[config.mk]
export PLATFORM = sky130hd
export DESIGN_NAME = vlen_insn_parser
export DESIGN_NICKNAME = d
export VERILOG_FILES = /design/src/rtl/vlp_pkg.sv /design/src/rtl/vlp_prefix_decode.sv /design/src/rtl/vlp_opcode_attr.sv /design/src/rtl/vlp_modrm_sizer.sv /design/src/rtl/vlen_insn_parser.sv
export SDC_FILE = /design/constraint.sdc
export NUM_CORES = 1
export LEC_CHECK = 0
export ABC_AREA = 1
export CORE_MARGIN = 5
export CORE_UTILIZATION = 55
export DETAILED_ROUTE_END_ITERATION = 8
export DONT_BUFFER_PORTS = 1
export GPL_ROUTABILITY_DRIVEN = 1
export PLACE_DENSITY = 0.67
export SLEW_MARGIN = 15
export SYNTH_ARGS = -nofsm -noshare
export SYNTH_HDL_FRONTEND = slang
export SYNTH_HIERARCHICAL = 1
export SYNTH_SLANG_ARGS = --single-unit
[constraint.sdc]
create_clock -name clk -period 3 [get_ports clk]
set_input_delay 0.15 -clock clk [delete_from_list [all_inputs] [get_ports clk]]
set_output_delay 0.15 -clock clk [all_outputs]
set_load 0.02 [all_outputs]
[src/rtl/vlp_pkg.sv]
// Shared types for the variable-length instruction parser.
package vlp_pkg;

    localparam int FLD_BYTES = 4;
    localparam int FLD_W     = 8 * FLD_BYTES;
    localparam int FLEN_W    = 3;

    localparam logic [7:0] ESCAPE_BYTE = 8'h0F;

    // Parser position inside an instruction
    typedef enum logic [2:0] {
        ST_PFX, ST_OP2, ST_MODRM, ST_SIB, ST_DISP, ST_IMM
    } pst_t;

    // Prefix classes
    typedef enum logic [2:0] {
        PC_NONE, PC_LOCK, PC_REP, PC_SEG, PC_ASZ, PC_OSZ
    } pcls_t;

    // Assembled instruction record
    typedef struct packed {
        logic              lock;
        logic [1:0]        rep;
        logic [2:0]        seg;
        logic              asz16;
        logic              osz16;
        logic              two;
        logic [7:0]        opcode;
        logic              has_modrm;
        logic [7:0]        modrm;
        logic              has_sib;
        logic [7:0]        sib;
        logic [FLEN_W-1:0] disp_len;
        logic [FLD_W-1:0]  disp;
        logic [FLEN_W-1:0] imm_len;
        logic [FLD_W-1:0]  imm;
    } rec_t;

endpackage

[src/rtl/vlp_prefix_decode.sv]
// Classifies one byte as a prefix or not. Purely combinational.
// Assumes: the caller asks only when a prefix is legal (before the opcode).
module vlp_prefix_decode
    import vlp_pkg::*;
(
    input  logic [7:0] code_i,
    output pcls_t      cls_o,
    output logic [1:0] rep_o,
    output logic [2:0] seg_o
);

    // Map byte value to prefix class and payload
    always_comb begin
        cls_o = PC_NONE;
        rep_o = 2'd0;
        seg_o = 3'd0;
        case (code_i)
            8'hF0: cls_o = PC_LOCK;
            8'hF3: begin cls_o = PC_REP; rep_o = 2'd1; end
            8'hF2: begin cls_o = PC_REP; rep_o = 2'd2; end
            8'h2E: begin cls_o = PC_SEG; seg_o = 3'd1; end
            8'h36: begin cls_o = PC_SEG; seg_o = 3'd2; end
            8'h3E: begin cls_o = PC_SEG; seg_o = 3'd3; end
            8'h26: begin cls_o = PC_SEG; seg_o = 3'd4; end
            8'h64: begin cls_o = PC_SEG; seg_o = 3'd5; end
            8'h65: begin cls_o = PC_SEG; seg_o = 3'd6; end
            8'h67: cls_o = PC_ASZ;
            8'h66: cls_o = PC_OSZ;
            default: ;
        endcase
    end

endmodule

[src/rtl/vlp_opcode_attr.sv]
// Simplified opcode attribute table: addressing-byte presence and
// immediate width. Combinational. Assumes the operand size is final
// (all prefixes precede the opcode).
module vlp_opcode_attr
    import vlp_pkg::*;
(
    input  logic              two_i,
    input  logic [7:0]        op_i,
    input  logic              osz16_i,
    output logic              modrm_o,
    output logic [FLEN_W-1:0] imm_len_o
);

    logic [FLEN_W-1:0] zlen;
    logic              alu_grp;

    assign zlen    = osz16_i ? FLEN_W'(2) : FLEN_W'(4);
    assign alu_grp = (op_i[7:6] == 2'b00);

    // Look up attributes by opcode pattern
    always_comb begin
        modrm_o   = 1'b0;
        imm_len_o = '0;
        if (two_i) begin
            if (op_i[7:4] == 4'h8) imm_len_o = zlen;
            else                   modrm_o   = 1'b1;
        end else begin
            if (alu_grp && !op_i[2])            modrm_o   = 1'b1;
            if (alu_grp && op_i[2:0] == 3'd4)   imm_len_o = FLEN_W'(1);
            if (alu_grp && op_i[2:0] == 3'd5)   imm_len_o = zlen;
            if (op_i[7:4] == 4'h8)              modrm_o   = 1'b1;
            if (op_i[7:4] == 4'h7)              imm_len_o = FLEN_W'(1);
            if (op_i[7:3] == 5'b10110)          imm_len_o = FLEN_W'(1);
            if (op_i[7:3] == 5'b10111)          imm_len_o = zlen;
            case (op_i)
                8'h80, 8'h82, 8'h83, 8'h6A, 8'hA8, 8'hCD, 8'hEB:
                    imm_len_o = FLEN_W'(1);
                8'h81, 8'h68, 8'hA9, 8'hE8, 8'hE9:
                    imm_len_o = zlen;
                8'h6B, 8'hC0, 8'hC1, 8'hC6:
                    begin modrm_o = 1'b1; imm_len_o = FLEN_W'(1); end
                8'h69, 8'hC7:
                    begin modrm_o = 1'b1; imm_len_o = zlen; end
                8'hC2:
                    imm_len_o = FLEN_W'(2);
                8'hD0, 8'hD1, 8'hD2, 8'hD3, 8'hF6, 8'hF7, 8'hFE, 8'hFF:
                    modrm_o = 1'b1;
                default: ;
            endcase
        end
    end

endmodule

[src/rtl/vlp_modrm_sizer.sv]
// Derives scale-index presence and displacement width from the
// addressing byte's mod and r/m fields. Combinational.
module vlp_modrm_sizer
    import vlp_pkg::*;
(
    input  logic [1:0]        mod_i,
    input  logic [2:0]        rm_i,
    input  logic              asz16_i,
    output logic              sib_o,
    output logic [FLEN_W-1:0] disp_len_o
);

    logic [FLEN_W-1:0] awide;

    assign awide = asz16_i ? FLEN_W'(2) : FLEN_W'(4);

    // Scale-index byte only in 32-bit memory forms with r/m 4
    assign sib_o = !asz16_i && (mod_i != 2'd3) && (rm_i == 3'd4);

    // Displacement width from mod (plus the r/m 5 direct form)
    always_comb begin
        case (mod_i)
            2'd1:    disp_len_o = FLEN_W'(1);
            2'd2:    disp_len_o = awide;
            2'd0:    disp_len_o = (rm_i == 3'd5) ? awide : '0;
            default: disp_len_o = '0;
        endcase
    end

endmodule

[src/rtl/vlen_insn_parser.sv]
// Byte-serial instruction field extractor. Accepts one byte per cycle,
// builds a field record and emits it on the last byte. Drops the byte
// and restarts on a prefix overrun or a length overrun.
// Assumes: one instruction after another, no gap in framing.
module vlen_insn_parser
    import vlp_pkg::*;
#(
    parameter  int MAX_PREFIX = 4,
    parameter  int MAX_LEN    = 15,
    localparam int LEN_W      = $clog2(MAX_LEN + 1),
    localparam int NPFX_W     = $clog2(MAX_PREFIX + 1)
) (
    input  logic              clk,
    input  logic              rst_n,
    input  logic              in_valid,
    output logic              in_ready,
    input  logic [7:0]        in_byte,
    output logic              out_valid,
    output logic [LEN_W-1:0]  out_len,
    output logic [NPFX_W-1:0] out_npfx,
    output logic              out_lock,
    output logic [1:0]        out_rep,
    output logic [2:0]        out_seg,
    output logic              out_asz16,
    output logic              out_osz16,
    output logic              out_twobyte,
    output logic [7:0]        out_opcode,
    output logic              out_has_modrm,
    output logic [7:0]        out_modrm,
    output logic              out_has_sib,
    output logic [7:0]        out_sib,
    output logic [2:0]        out_disp_len,
    output logic [31:0]       out_disp,
    output logic [2:0]        out_imm_len,
    output logic [31:0]       out_imm,
    output logic              err_prefix,
    output logic              err_length
);

    localparam logic [LEN_W-1:0]  LEN_CAP  = LEN_W'(MAX_LEN);
    localparam logic [NPFX_W-1:0] NPFX_CAP = NPFX_W'(MAX_PREFIX);

    pst_t              st, nst;
    rec_t              cur, nxt, out_rec;
    logic [LEN_W-1:0]  cnt;
    logic [NPFX_W-1:0] npfx, nnpfx;
    logic [1:0]        fidx, nidx;
    logic              accept, done, perr, lerr;

    pcls_t             p_cls;
    logic [1:0]        p_rep;
    logic [2:0]        p_seg;
    logic              a_modrm;
    logic [FLEN_W-1:0] a_imm;
    logic              s_sib;
    logic [FLEN_W-1:0] s_disp;

    assign accept = in_valid && in_ready;

    vlp_prefix_decode u_pfx (
        .code_i (in_byte),
        .cls_o  (p_cls),
        .rep_o  (p_rep),
        .seg_o  (p_seg)
    );

    vlp_opcode_attr u_attr (
        .two_i     (st == ST_OP2),
        .op_i      (in_byte),
        .osz16_i   (cur.osz16),
        .modrm_o   (a_modrm),
        .imm_len_o (a_imm)
    );

    vlp_modrm_sizer u_size (
        .mod_i      (in_byte[7:6]),
        .rm_i       (in_byte[2:0]),
        .asz16_i    (cur.asz16),
        .sib_o      (s_sib),
        .disp_len_o (s_disp)
    );

    // Next record contents and parser position for the current byte
    always_comb begin
        nxt   = cur;
        nst   = st;
        nidx  = fidx;
        nnpfx = npfx;
        done  = 1'b0;
        perr  = 1'b0;
        lerr  = 1'b0;
        case (st)
            ST_PFX: begin
                if (p_cls != PC_NONE) begin
                    if (npfx == NPFX_CAP) begin
                        perr = 1'b1;
                    end else begin
                        nnpfx = npfx + NPFX_W'(1);
                        case (p_cls)
                            PC_LOCK: nxt.lock  = 1'b1;
                            PC_REP:  nxt.rep   = p_rep;
                            PC_SEG:  nxt.seg   = p_seg;
                            PC_ASZ:  nxt.asz16 = 1'b1;
                            PC_OSZ:  nxt.osz16 = 1'b1;
                            default: ;
                        endcase
                    end
                end else if (in_byte == ESCAPE_BYTE) begin
                    nxt.two = 1'b1;
                    nst     = ST_OP2;
                end else begin
                    nxt.opcode    = in_byte;
                    nxt.has_modrm = a_modrm;
                    nxt.imm_len   = a_imm;
                    if (a_modrm)           nst  = ST_MODRM;
                    else if (a_imm != '0)  nst  = ST_IMM;
                    else                   done = 1'b1;
                end
            end
            ST_OP2: begin
                nxt.opcode    = in_byte;
                nxt.has_modrm = a_modrm;
                nxt.imm_len   = a_imm;
                if (a_modrm)           nst  = ST_MODRM;
                else if (a_imm != '0)  nst  = ST_IMM;
                else                   done = 1'b1;
            end
            ST_MODRM: begin
                nxt.modrm    = in_byte;
                nxt.has_sib  = s_sib;
                nxt.disp_len = s_disp;
                if (s_sib)                  nst  = ST_SIB;
                else if (s_disp != '0)      nst  = ST_DISP;
                else if (cur.imm_len != '0) nst  = ST_IMM;
                else                        done = 1'b1;
            end
            ST_SIB: begin
                nxt.sib = in_byte;
                if (cur.disp_len != '0)     nst  = ST_DISP;
                else if (cur.imm_len != '0) nst  = ST_IMM;
                else                        done = 1'b1;
            end
            ST_DISP: begin
                nxt.disp[{fidx, 3'b000} +: 8] = in_byte;
                if ({1'b0, fidx} + 3'd1 == cur.disp_len) begin
                    nidx = '0;
                    if (cur.imm_len != '0) nst  = ST_IMM;
                    else                   done = 1'b1;
                end else begin
                    nidx = fidx + 2'd1;
                end
            end
            ST_IMM: begin
                nxt.imm[{fidx, 3'b000} +: 8] = in_byte;
                if ({1'b0, fidx} + 3'd1 == cur.imm_len) begin
                    nidx = '0;
                    done = 1'b1;
                end else begin
                    nidx = fidx + 2'd1;
                end
            end
            default: nst = ST_PFX;
        endcase
        if (cnt == LEN_CAP) begin
            lerr = 1'b1;
            perr = 1'b0;
            done = 1'b0;
        end
    end

    // Parser state, record capture and strobes
    always_ff @(posedge clk) begin
        if (!rst_n) begin
            st         <= ST_PFX;
            cur        <= '0;
            cnt        <= '0;
            npfx       <= '0;
            fidx       <= '0;
            in_ready   <= 1'b0;
            out_valid  <= 1'b0;
            out_rec    <= '0;
            out_len    <= '0;
            out_npfx   <= '0;
            err_prefix <= 1'b0;
            err_length <= 1'b0;
        end else begin
            in_ready   <= 1'b1;
            out_valid  <= 1'b0;
            err_prefix <= 1'b0;
            err_length <= 1'b0;
            if (accept) begin
                if (perr || lerr || done) begin
                    st   <= ST_PFX;
                    cur  <= '0;
                    cnt  <= '0;
                    npfx <= '0;
                    fidx <= '0;
                end else begin
                    st   <= nst;
                    cur  <= nxt;
                    cnt  <= cnt + LEN_W'(1);
                    npfx <= nnpfx;
                    fidx <= nidx;
                end
                err_prefix <= perr;
                err_length <= lerr;
                if (done) begin
                    out_valid <= 1'b1;
                    out_rec   <= nxt;
                    out_len   <= cnt + LEN_W'(1);
                    out_npfx  <= nnpfx;
                end
            end
        end
    end

    assign out_lock      = out_rec.lock;
    assign out_rep       = out_rec.rep;
    assign out_seg       = out_rec.seg;
    assign out_asz16     = out_rec.asz16;
    assign out_osz16     = out_rec.osz16;
    assign out_twobyte   = out_rec.two;
    assign out_opcode    = out_rec.opcode;
    assign out_has_modrm = out_rec.has_modrm;
    assign out_modrm     = out_rec.modrm;
    assign out_has_sib   = out_rec.has_sib;
    assign out_sib       = out_rec.sib;
    assign out_disp_len  = out_rec.disp_len;
    assign out_disp      = out_rec.disp;
    assign out_imm_len   = out_rec.imm_len;
    assign out_imm       = out_rec.imm;

    // a strobe is either a record or one error, never both
    a_r10_one_event: assert property (@(posedge clk) disable iff (!rst_n)
        $onehot0({out_valid, err_prefix, err_length}));

    // no accepted byte, no strobe on the next cycle
    a_r12_idle_quiet: assert property (@(posedge clk) disable iff (!rst_n)
        !accept |=> !out_valid && !err_prefix && !err_length);

    // scale-index byte only under the mod/rm/address-size rule
    a_r6_sib_rule: assert property (@(posedge clk) disable iff (!rst_n)
        out_valid && out_has_sib |-> out_has_modrm && out_modrm[7:6] != 2'd3
            && out_modrm[2:0] == 3'd4 && !out_asz16);

    // displacement only with an addressing byte, legal widths only
    a_r7_disp_legal: assert property (@(posedge clk) disable iff (!rst_n)
        out_valid |-> (out_has_modrm || out_disp_len == 3'd0)
            && (out_disp_len inside {3'd0, 3'd1, 3'd2, 3'd4}));

    // immediate width is one of the legal values
    a_r8_imm_legal: assert property (@(posedge clk) disable iff (!rst_n)
        out_valid |-> out_imm_len inside {3'd0, 3'd1, 3'd2, 3'd4});

    // no record longer than the cap
    a_r11_len_cap: assert property (@(posedge clk) disable iff (!rst_n)
        out_valid |-> out_len <= LEN_CAP);

    // length covers at least prefixes plus opcode bytes
    a_r13_len_floor: assert property (@(posedge clk) disable iff (!rst_n)
        out_valid |-> int'(out_len) >= int'(out_npfx) + 1 + int'(out_twobyte));

    // prefix count never exceeds the limit
    a_r2_npfx_cap: assert property (@(posedge clk) disable iff (!rst_n)
        out_valid |-> out_npfx <= NPFX_CAP);

endmodule

==> results of run 1 <==
power by group through the flow:
stage | Clock (mW) | Combinational (mW) | Sequential, mW
2_1_floorplan | 0 | 0.703 | 3.40
3_3_place_gp | 0 | 0.899 | 3.43
3_5_place_dp | 0 | 0.897 | 3.43
4_1_cts | 3.29 | 0.940 | 3.36
5_1_grt | 3.42 | 1.10 | 3.37
6_report | 3.22 | 1.00 | 3.36
path summary, 6_finish.rpt:
kind / slack [ns] / from / to / cells after the start
worst max-delay path: 0.37 / st[1]$_SDFFE_PN0P_ / out_disp_len[2]$_SDFFE_PN0P_ / 19
worst min register to register: 0.46 / cur[25]$_SDFFE_PN0P_ / cur[25]$_SDFFE_PN0P_ / 2
worst max register to register: 0.37 / st[1]$_SDFFE_PN0P_ / out_disp_len[2]$_SDFFE_PN0P_ / 19
worst min-delay path: 0.04 / in_byte[4] / cur[92]$_SDFFE_PN0P_ / 4
through the flow:
stage	setup WS, ns	utilization [%]	cell area (sq um)
finish	0.371	61.9	12400
global route	0.0143	61.9	12400
CTS	0.170	61.2	12300
detailed placement	0.212	56.3	11300
global placement	0.206	56.3	11300
floorplan	0.688	-	11200
cells by family (layout without fill, tap and decap cells):
logic type / after synthesis / in the layout / synth area share [%]
and+or+nand+nor: 771 / 771 / 28.7
AOI/OAI and AO/OA: 385 / 385 / 18.5
buffers and inverters: 241 / 247 / 9.39
DFF: 233 / 233 / 41.8
adders and majority gates: 9 / 9 / 1.01
xor gates and xnor gates: 5 / 5 / 0.393
muxes: 2 / 2 / 0.191
timing repair:
action | in CTS | in global routing
hold endpoints to repair | 95 | 0
endpoints found under the setup margin | 0 | 145
resized for setup | 0 | 9
hold buffers | 11 | 0
setup buffers | 0 | 5
synth_stat cells (all sizes together):
cell	n
nand2	476
dfxtp	233
a21oi	208
nor2	176
inv	152
o21ai	130
nand3	62
clkbuf	52
buf	36
a22oi	25
nor3	25
or2	18
o21a	12
ha	9
nand4	9
and2	4
o31ai	4
xor2	3
a22o	2
xnor2	2
a21o	1
a41oi	1
clkinv	1
mux2	1
mux2i	1
nand3b	1
o21bai	1
o311ai	1
critical path, cell delays in order (launching register included):
cell	delay [ns]
dfxtp_4	0.38
nor2_4	0.19
nand2_4	0.12
inv_1	0.13
inv_1	0.08
nand2_1	0.08
nand2_1	0.08
nor2_2	0.13
nand2_1	0.07
nor2_1	0.11
nand3_1	0.09
nand2_1	0.07
inv_1	0.03
nand2_1	0.09
nand2_4	0.10
nor2_4	0.20
buf_4	0.19
clkbuf_16	0.20
o21ai_0	0.08
a21oi_1	0.13
per-layer routing:
metal,part of all wire (%),global-route usage (%),vias to the layer above
met1,45,36.7,4896
met5,0,0,-
met2,44,39.6,398
li1,-,-,5266
met3,8.3,4.83,48
met4,2.7,6.76,0
state kept, by name, indices dropped and copies added, names as in the netlist, 2 cells and up:
register / flops
cur: 105
out_disp: 32
out_imm: 32
out_modrm: 8
out_opcode: 8
out_sib: 8
cnt: 4
out_len: 4
npfx: 3
out_disp_len: 3
out_imm_len: 3
out_npfx: 3
out_seg: 3
st: 3
fidx: 2
out_rep: 2
area by class of cell:
cell class                      count  area [sq um]  area share (%)
Sequential cell                   233          4670            37.6
Multi-Input combinational cell   1172          5450            43.8
Tap cell                          270           338            2.72
Clock inverter                     12           173            1.39
Timing Repair Buffer               50           537            4.32
Clock buffer                       32           692            5.56
Inverter                          153           577            4.64
==> results.json, run 1 <==
{
  "num_vias": 10600,
  "floorplan.initialDensity_pct": 55.5,
  "grt_usage_pct": 25.6,
  "final_layout_size_suffix_gt1_share_pct": 9.14,
  "die_area_sq_mm": 0.0232,
  "switching_power_mw": 2.11,
  "drtIter0Drc": 750,
  "synth_warnings": 6,
  "outcome": "finished, final reports clean",
  "htreeDepth": 1,
  "routabilityCongestion": 0.934,
  "clock-skew-final_ns": 0.0177,
  "wl_per_cell_microns": 16.6,
  "areaGrowthSynthToFinish_pct": 11.5,
  "fin_nets": 1654,
  "crit_path_max_fanout": 20,
  "arrival_ns": 3.07,
  "vias_per_cell": 5.52,
  "chipHeight_microns": 152,
  "ys_seq_elements": 233,
  "die_x_microns": 152,
  "ant_nets": 0,
  "p_leak_nw": 5.19,
  "clock_path_buffers": 3,
  "finalSetupTns_ns": 0,
  "clkTransAtPathRegs_ns": 0.07,
  "synthesis.nets": 1666,
  "min_period_ns": 2.63,
  "gr-total-overflow": 0,
  "num_rows": 52,
  "synth_top_area_cell": "dfxtp_1",
  "netSwitchingFraction_pct": 27.9,
  "final_cell_mix": "nand2_1 (463), dfxtp_1 (231), a21oi_1 (205)",
  "hp-class": "primary input to flip-flop",
  "core_region_area_sq_mm": 0.0201,
  "antenna_cells": 0,
  "setup_violations": 0,
  "share_comb_of_total_power_pct": 13.2,
  "max-cap-violations": 0,
  "seq_area_frac_synth_pct": 41.8,
  "layout_commonest_cell": "nand2_1",
  "rsz0062_at_grt": "no",
  "crit_path_end_kind": "flip-flop",
  "clkLatencyLatePin_ns": 0.52,
  "drtPass1Iterations": 5,
  "p_int_mw": 5.47,
  "grt_max_degree": 85,
  "slew_headroom_pct": 53.2,
  "worst_pin_slew_ns": 0.702,
  "total_power_mw": 7.58,
  "power_per_cell_area_mw_per_mm2": 610,
  "grt_pass1_wl_microns": 50200,
  "tritoncts": "yes",
  "grt_pass1_vias": 9501,
  "synth_area_per_cell_sq_um": 6.77,
  "finalCritPeriodShare_pct": 87.6,
  "port_buffers": 0,
  "synth_top_area_share_pct": 41.8,
  "totalWireLength_microns": 31800,
  "p_seq_share_pct": 44.3,
  "dpl.hpwl_microns": 20500,
  "startpoint_type": "flip-flop",
  "worstSetupPathType": "flip-flop to flip-flop",
  "dp_cells": 1859,
  "syn_area_sq_mm": 0.0112,
  "slew_viol_final": 0,
  "netlist_top_cells_area": "dfxtp_1 (42%), nand2_1 (16%), a21oi_1 (9.2%)",
  "whs_ns": 0.0398,
  "fmax_ghz": 0.380,
  "hold_viol": 0,
  "cts_num_sinks": 233,
  "irDropWorstVdd_uv": 418,
  "route.detailed.drc": 0,
  "synth.distinct_cells": 43,
  "required_ns": 3.45,
  "cts_root_buf": "clkbuf_16",
  "cts_buffers": 24,
  "synthCells": 1646,
  "antenna_found_initial": 0,
  "ios": 127,
  "clkPwrFrac_pct": 42.4,
  "fin_cells": 1922,
  "n_fill_cell": 1839
}
(Power assumes the default switching activity.)
==> inputs of run 2 (changes only) <==
==> constraint.sdc (replaced) <==
create_clock -name clk -period 3 [get_ports clk]
set_input_delay 0.6 -clock clk [delete_from_list [all_inputs] [get_ports clk]]
set_output_delay 0.6 -clock clk [all_outputs]
set_load 0.02 [all_outputs]
==> run 2 against run 1 <==
Compared with the run above: hold slack better by 0.085 ns; register-to-register slack got worse by 0.05 ns; worst setup slack worse by 0.051 ns; first-iteration DRC count increased by 33%; design area decreased by 1.5%; via count is 1.5% lower; clock power is 6% lower; final cell count shrank 0.31%; largest power group unchanged.
==> results.json, run 2 (same netlist as run 1, synthesis figures left out) <==
{
  "clkTransAtPathRegs_ns": 0.06,
  "die_area_sq_mm": 0.0232,
  "outcome": "finished, final reports clean",
  "grt_pass1_vias": 9557,
  "wl_per_cell_microns": 16.2,
  "crit_path_end_kind": "flip-flop",
  "cts_root_buf": "clkbuf_16",
  "critPathMaxStageDelay_ns": 0.48,
  "hold_path_depth": 0,
  "crit_slowest_cell": "dfxtp_1",
  "crit_path_max_fanout": 52,
  "antenna_found_initial": 0,
  "num_vias": 10500,
  "p_int_mw": 5.26,
  "worstSetupPathType": "flip-flop to flip-flop",
  "grt_pass1_wl_microns": 50300,
  "cts_buffers": 25,
  "reg2reg_depth": 21,
  "setup_violations": 0,
  "clock-skew-final_ns": 0.00711,
  "crit_top_cell": "nand2_1",
  "slew_headroom_pct": 59.2,
  "cts_num_sinks": 233,
  "clkLatencyLatePin_ns": 0.51,
  "finalCritPeriodShare_pct": 89.3,
  "netSwitchingFraction_pct": 28.4,
  "placed_cell_area_sq_mm": 0.0114,
  "tritoncts": "yes",
  "min_period_ns": 2.68,
  "areaGrowthSynthToFinish_pct": 9.83,
  "antenna_cells": 0,
  "clkPwrFrac_pct": 41.3,
  "ios": 127,
  "grt_max_degree": 79,
  "final_layout_size_suffix_gt1_share_pct": 9.05,
  "core_region_area_sq_mm": 0.0201,
  "routabilityCongestion": 0.942,
  "vias_per_cell": 5.46,
  "die_x_microns": 152,
  "final_util_pct": 60.9,
  "required_ns": 3.46,
  "totalWireLength_microns": 31000,
  "p_leak_nw": 5.11,
  "switching_power_mw": 2.08,
  "fin_nets": 1649,
  "gr-total-overflow": 0,
  "largest-register": "cur",
  "max-cap-violations": 0,
  "finalSetupTns_ns": 0,
  "rsz0062_at_grt": "no",
  "drtPass1Iterations": 5,
  "regArea_sq_mm": 0.00466,
  "route.detailed.drc": 0,
  "slew_viol_final": 0,
  "hp-class": "primary input to flip-flop",
  "startpoint_type": "flip-flop",
  "post_cts_buffers": 0,
  "final_cell_mix": "nand2_1 (463), dfxtp_1 (233), a21oi_1 (205)",
  "largest_reg_flops": 105,
  "cts.repair.resized": 0,
  "ant_nets": 0,
  "arrival_ns": 3.14,
  "crit_path_cell_trace": "nor2_4, nand2_4, inv_1, inv_1, nand3_1, o21ai_1, inv_1, nor2_1, nand2_1, nor2_1, nand3_1, nand2_1, inv_1, nand2_1, nand2_4, nor2_4, buf_12, nand2_1, inv_1, nand2_1, nand2_1",
  "htreeDepth": 1,
  "power_per_cell_area_mw_per_mm2": 599,
  "drtIter0Drc": 997,
  "grt_usage_pct": 25.5,
  "holdBufCountCts": 0,
  "clock_path_buffers": 3,
  "share_comb_of_total_power_pct": 13.0,
  "final_area_sq_mm": 0.0122,
  "irDropWorstVdd_uv": 537,
  "hold_viol": 0,
  "p_seq_share_pct": 45.8,
  "dpl.hpwl_microns": 20900,
  "multi_input_area_sq_mm": 0.00545,
  "worst_pin_slew_ns": 0.610,
  "chipHeight_microns": 152,
  "port_buffers": 0,
  "floorplan.initialDensity_pct": 55.5,
  "layout_commonest_cell": "nand2_1",
  "fmax_ghz": 0.373,
  "n_fill_cell": 1908,
  "num_rows": 52
}
-- run 2: worst paths after layout --
kind | endpoint | startpoint | slack, ns
setup / recovery | out_npfx[2]$_SDFFE_PN0P_ | st[2]$_SDFFE_PN0P_ | 0.32
hold / removal | in_ready$_DFF_P_ | rst_n | 0.13
setup reg to reg | out_npfx[2]$_SDFFE_PN0P_ | st[2]$_SDFFE_PN0P_ | 0.32
hold reg to reg | cur[28]$_SDFFE_PN0P_ | cur[28]$_SDFFE_PN0P_ | 0.46
-- run 2: layout make-up --
cell class / instances / share of cell area [%]
multi-input combinational: 1172 / 44.5
sequential: 233 / 38.1
clock buffer: 37 / 5.97
inverter: 153 / 4.71
timing repair buffer: 44 / 3.41
tap: 270 / 2.76
clock inverter: 7 / 0.593
-- run 2: power groups by stage --
stage,Clock (mW),Sequential [mW],Combinational [mW]
3_3_place_gp,0,3.43,0.937
3_5_place_dp,0,3.43,0.937
6_report,3.03,3.36,0.952
4_1_cts,3.07,3.36,0.942
2_1_floorplan,0,3.40,0.703
5_1_grt,3.22,3.37,1.05
-- run 2: critical path, delay by kind of cell (launching register included) --
kind	cells	cell delay [ns]
buffers and inverters	6	0.62
DFF	1	0.48
AOI/OAI and AO/OA	1	0.16
and+or+nand+nor	14	1.36
-- run 2: routing by layer --
layer / routed length (microns) / vias to the layer above / track usage, %
li1: - / 5267 / -
met3: 2600 / 41 / 5.23
met2: 13600 / 377 / 38.5
met5: 0 / - / 0
met4: 655 / 0 / 5.99
met1: 14200 / 4767 / 37.6
-- run 2: metrics by stage --
step | total power [mW] | hold slack [ns] | cells | setup WS [ns]
after floorplan | 4.11 | 0.441 | 1646 | 0.331
after global placement | 4.36 | 0.447 | 1872 | 0.0399
after detailed placement | 4.37 | 0.452 | 1872 | 0.00759
after CTS | 7.38 | 0.103 | 1916 | 0.337
after global routing | 7.65 | 0.101 | 1916 | 0.0370
final | 7.34 | 0.125 | 1916 | 0.321
==> inputs of run 3 (changes only) <==
Settings changed: SYNTH_HIERARCHICAL 1 to unset.
Clock period 3 ns to 3.25 ns, I/O delays scaled along.
==> run 3 against run 2 <==
Compared with the run above: hold slack better by 0.063 ns; clock skew up 0.0046 ns; global-route usage up 0.16 points; utilization down 0.65 points; synthesized area up 1.6%; synthesized cell count down 2.2%; critical path depth down 7; die area up 1.5%; critical endpoint is now cur[95]$_SDFFE_PN0P_; count of clock-buffer cells in the layout down 6.
==> results.json, run 3 <==
{
  "port_buffers": 0,
  "reg2reg_depth": 14,
  "worstSetupPathType": "flip-flop to flip-flop",
  "num_vias": 10100,
  "synth.top_cells.by_count": "nand2_1 (361), dfxtp_1 (233), a21oi_1 (194)",
  "hold_path_depth": 0,
  "largest_reg_flops": 105,
  "min_period_ns": 2.82,
  "grt_pass1_vias": 9426,
  "share_comb_of_total_power_pct": 12.4,
  "ant_nets": 0,
  "grt_pass1_wl_microns": 50600,
  "hp-class": "primary input to flip-flop",
  "rsz0062_at_grt": "no",
  "setup_violations": 0,
  "synth_area_per_cell_sq_um": 7.04,
  "final_layout_size_suffix_gt1_share_pct": 11.1,
  "clkPwrFrac_pct": 40.9,
  "synth.distinct_cells": 48,
  "regArea_sq_mm": 0.00466,
  "gr-total-overflow": 0,
  "die_area_sq_mm": 0.0236,
  "dp_cells": 1809,
  "ios": 127,
  "cts_num_sinks": 233,
  "drtPass1Iterations": 6,
  "synth_enable_flop_cells": 0,
  "switching_power_mw": 1.99,
  "crit_path_max_fanout": 46,
  "floorplan.initialDensity_pct": 56.0,
  "worst_pin_slew_ns": 0.778,
  "ys.flop_type": "dfxtp_1",
  "synth_warnings": 0,
  "synthesis.nets": 1629,
  "required_ns": 3.69,
  "clkLatencyLatePin_ns": 0.52,
  "finalCritPeriodShare_pct": 86.8,
  "clkTransAtPathRegs_ns": 0.06,
  "p_seq_share_pct": 46.7,
  "route.detailed.drc": 0,
  "areaGrowthSynthToFinish_pct": 7.64,
  "drtIter0Drc": 870,
  "slew_headroom_pct": 47.9,
  "vias_per_cell": 5.48,
  "max-cap-violations": 0,
  "outcome": "finished, final reports clean",
  "cts_root_buf": "clkbuf_16",
  "fin_nets": 1585,
  "fmax_ghz": 0.354,
  "synth_top_area_cell": "dfxtp_1",
  "netlist_top_cells_area": "dfxtp_1 (41%), nand2_1 (12%), a21oi_1 (8.6%)",
  "async_reset_ff_share_pct": 0,
  "final_cell_mix": "nand2_1 (360), dfxtp_1 (233), a21oi_1 (194)",
  "num_rows": 52,
  "r2r_slack_ns": 0.43,
  "synthCells": 1609,
  "fin_cells": 1852,
  "holdBufCountCts": 0,
  "arrival_ns": 3.26,
  "antenna_found_initial": 1,
  "layout_commonest_cell": "nand2_1",
  "dpl.hpwl_microns": 21700,
  "ys_seq_elements": 233,
  "syn_area_sq_mm": 0.0113,
  "netSwitchingFraction_pct": 28.5,
  "clock_path_buffers": 3,
  "seq_area_frac_synth_pct": 41.2,
  "startpoint_type": "flip-flop",
  "n_fill_cell": 1909,
  "tritoncts": "yes",
  "irDropWorstVdd_uv": 429,
  "cts_buffers": 24,
  "wl_per_cell_microns": 17.0,
  "core_region_area_sq_mm": 0.0202,
  "totalWireLength_microns": 31600,
  "p_int_mw": 5.00,
  "chipHeight_microns": 154,
  "cts.repair.resized": 0,
  "power_per_cell_area_mw_per_mm2": 573,
  "grt_max_degree": 135,
  "finalSetupTns_ns": 0,
  "antenna_cells": 0,
  "largest-register": "cur",
  "htreeDepth": 1,
  "clock-skew-final_ns": 0.0117,
  "p_leak_nw": 5.14,
  "post_cts_buffers": 0,
  "crit_path_end_kind": "flip-flop",
  "yosysMostFrequentCell": "nand2_1",
  "grt_usage_pct": 25.7,
  "hold_viol": 0,
  "slew_viol_final": 0,
  "multi_input_area_sq_mm": 0.00541,
  "die_x_microns": 154,
  "synth_top_area_share_pct": 41.2,
  "routabilityCongestion": 0.941
}
run 3: power by group through the flow:
stage / logic (mW) / clock network [mW] / registers [mW]
3_3_place_gp: 0.855 / 0 / 3.33
2_1_floorplan: 0.715 / 0 / 3.29
4_1_cts: 0.868 / 2.92 / 3.27
5_1_grt: 0.967 / 3.04 / 3.28
6_report: 0.870 / 2.86 / 3.26
3_5_place_dp: 0.864 / 0 / 3.33
run 3: through the flow:
step / hold slack, ns / instance area [sq um] / total power, mW / utilization (%) / setup WS (ns)
after CTS: 0.150 / 12200 / 7.05 / 60.3 / 0.439
after global routing: 0.152 / 12200 / 7.29 / 60.3 / 0.215
after detailed placement: 0.452 / 11400 / 4.19 / 56.2 / 0.0254
after floorplan: 0.436 / 11300 / 4.00 / - / 0.366
after global placement: 0.444 / 11400 / 4.18 / 56.2 / 0.0630
final: 0.188 / 12200 / 6.99 / 60.3 / 0.428
run 3: layout make-up:
cell class	instances	share of cell area, %
sequential	233	38.3
multi-input combinational	1109	44.4
clock inverter	12	1.13
tap	270	2.77
timing repair buffer	30	2.57
inverter	167	5.24
clock buffer	31	5.64
run 3: final timing paths:
check,from,end
worst max-delay path,st[0]$_SDFFE_PN0P_,cur[95]$_SDFFE_PN0P_
worst min register to register,cur[96]$_SDFFE_PN0P_,cur[96]$_SDFFE_PN0P_
worst min-delay path,rst_n,in_ready$_DFF_P_
worst max register to register,st[0]$_SDFFE_PN0P_,cur[95]$_SDFFE_PN0P_
run 3: critical path, stage by stage (launching register included):
cell and delay (ns):
dfxtp_1 0.44, inv_1 0.19, nor2_2 0.28, inv_2 0.06, nor2_1 0.16, inv_1 0.09, or2_2 0.31, nand3_1 0.15
nor2_4 0.06, nand2_4 0.07, nand4_2 0.18, nor2_4 0.21, buf_12 0.25, o21ai_0 0.13, a21oi_1 0.16
run 3: kinds of logic (layout without fill, tap and decap cells):
group	count (synthesis)	count (layout)	share of synthesized area, %
buffers and inverters	267	240	11.1
adder cells (fa/ha/maj)	9	9	0.994
AO/OA/AOI/OAI	473	473	22.6
XOR/XNOR	9	9	0.696
multiplexers	1	1	0.0994
flip-flops	233	233	41.2
AND/OR/NAND/NOR	617	617	23.3
run 3: routing by layer:
layer / up-vias / GRT usage (%) / share of wire (%)
met3: 56 / 5.20 / 6.6
met2: 304 / 41.4 / 46
met5: - / 0 / 0.025
met1: 4642 / 34.9 / 45
li1: 5140 / - / -
met4: 2 / 7.91 / 2.9
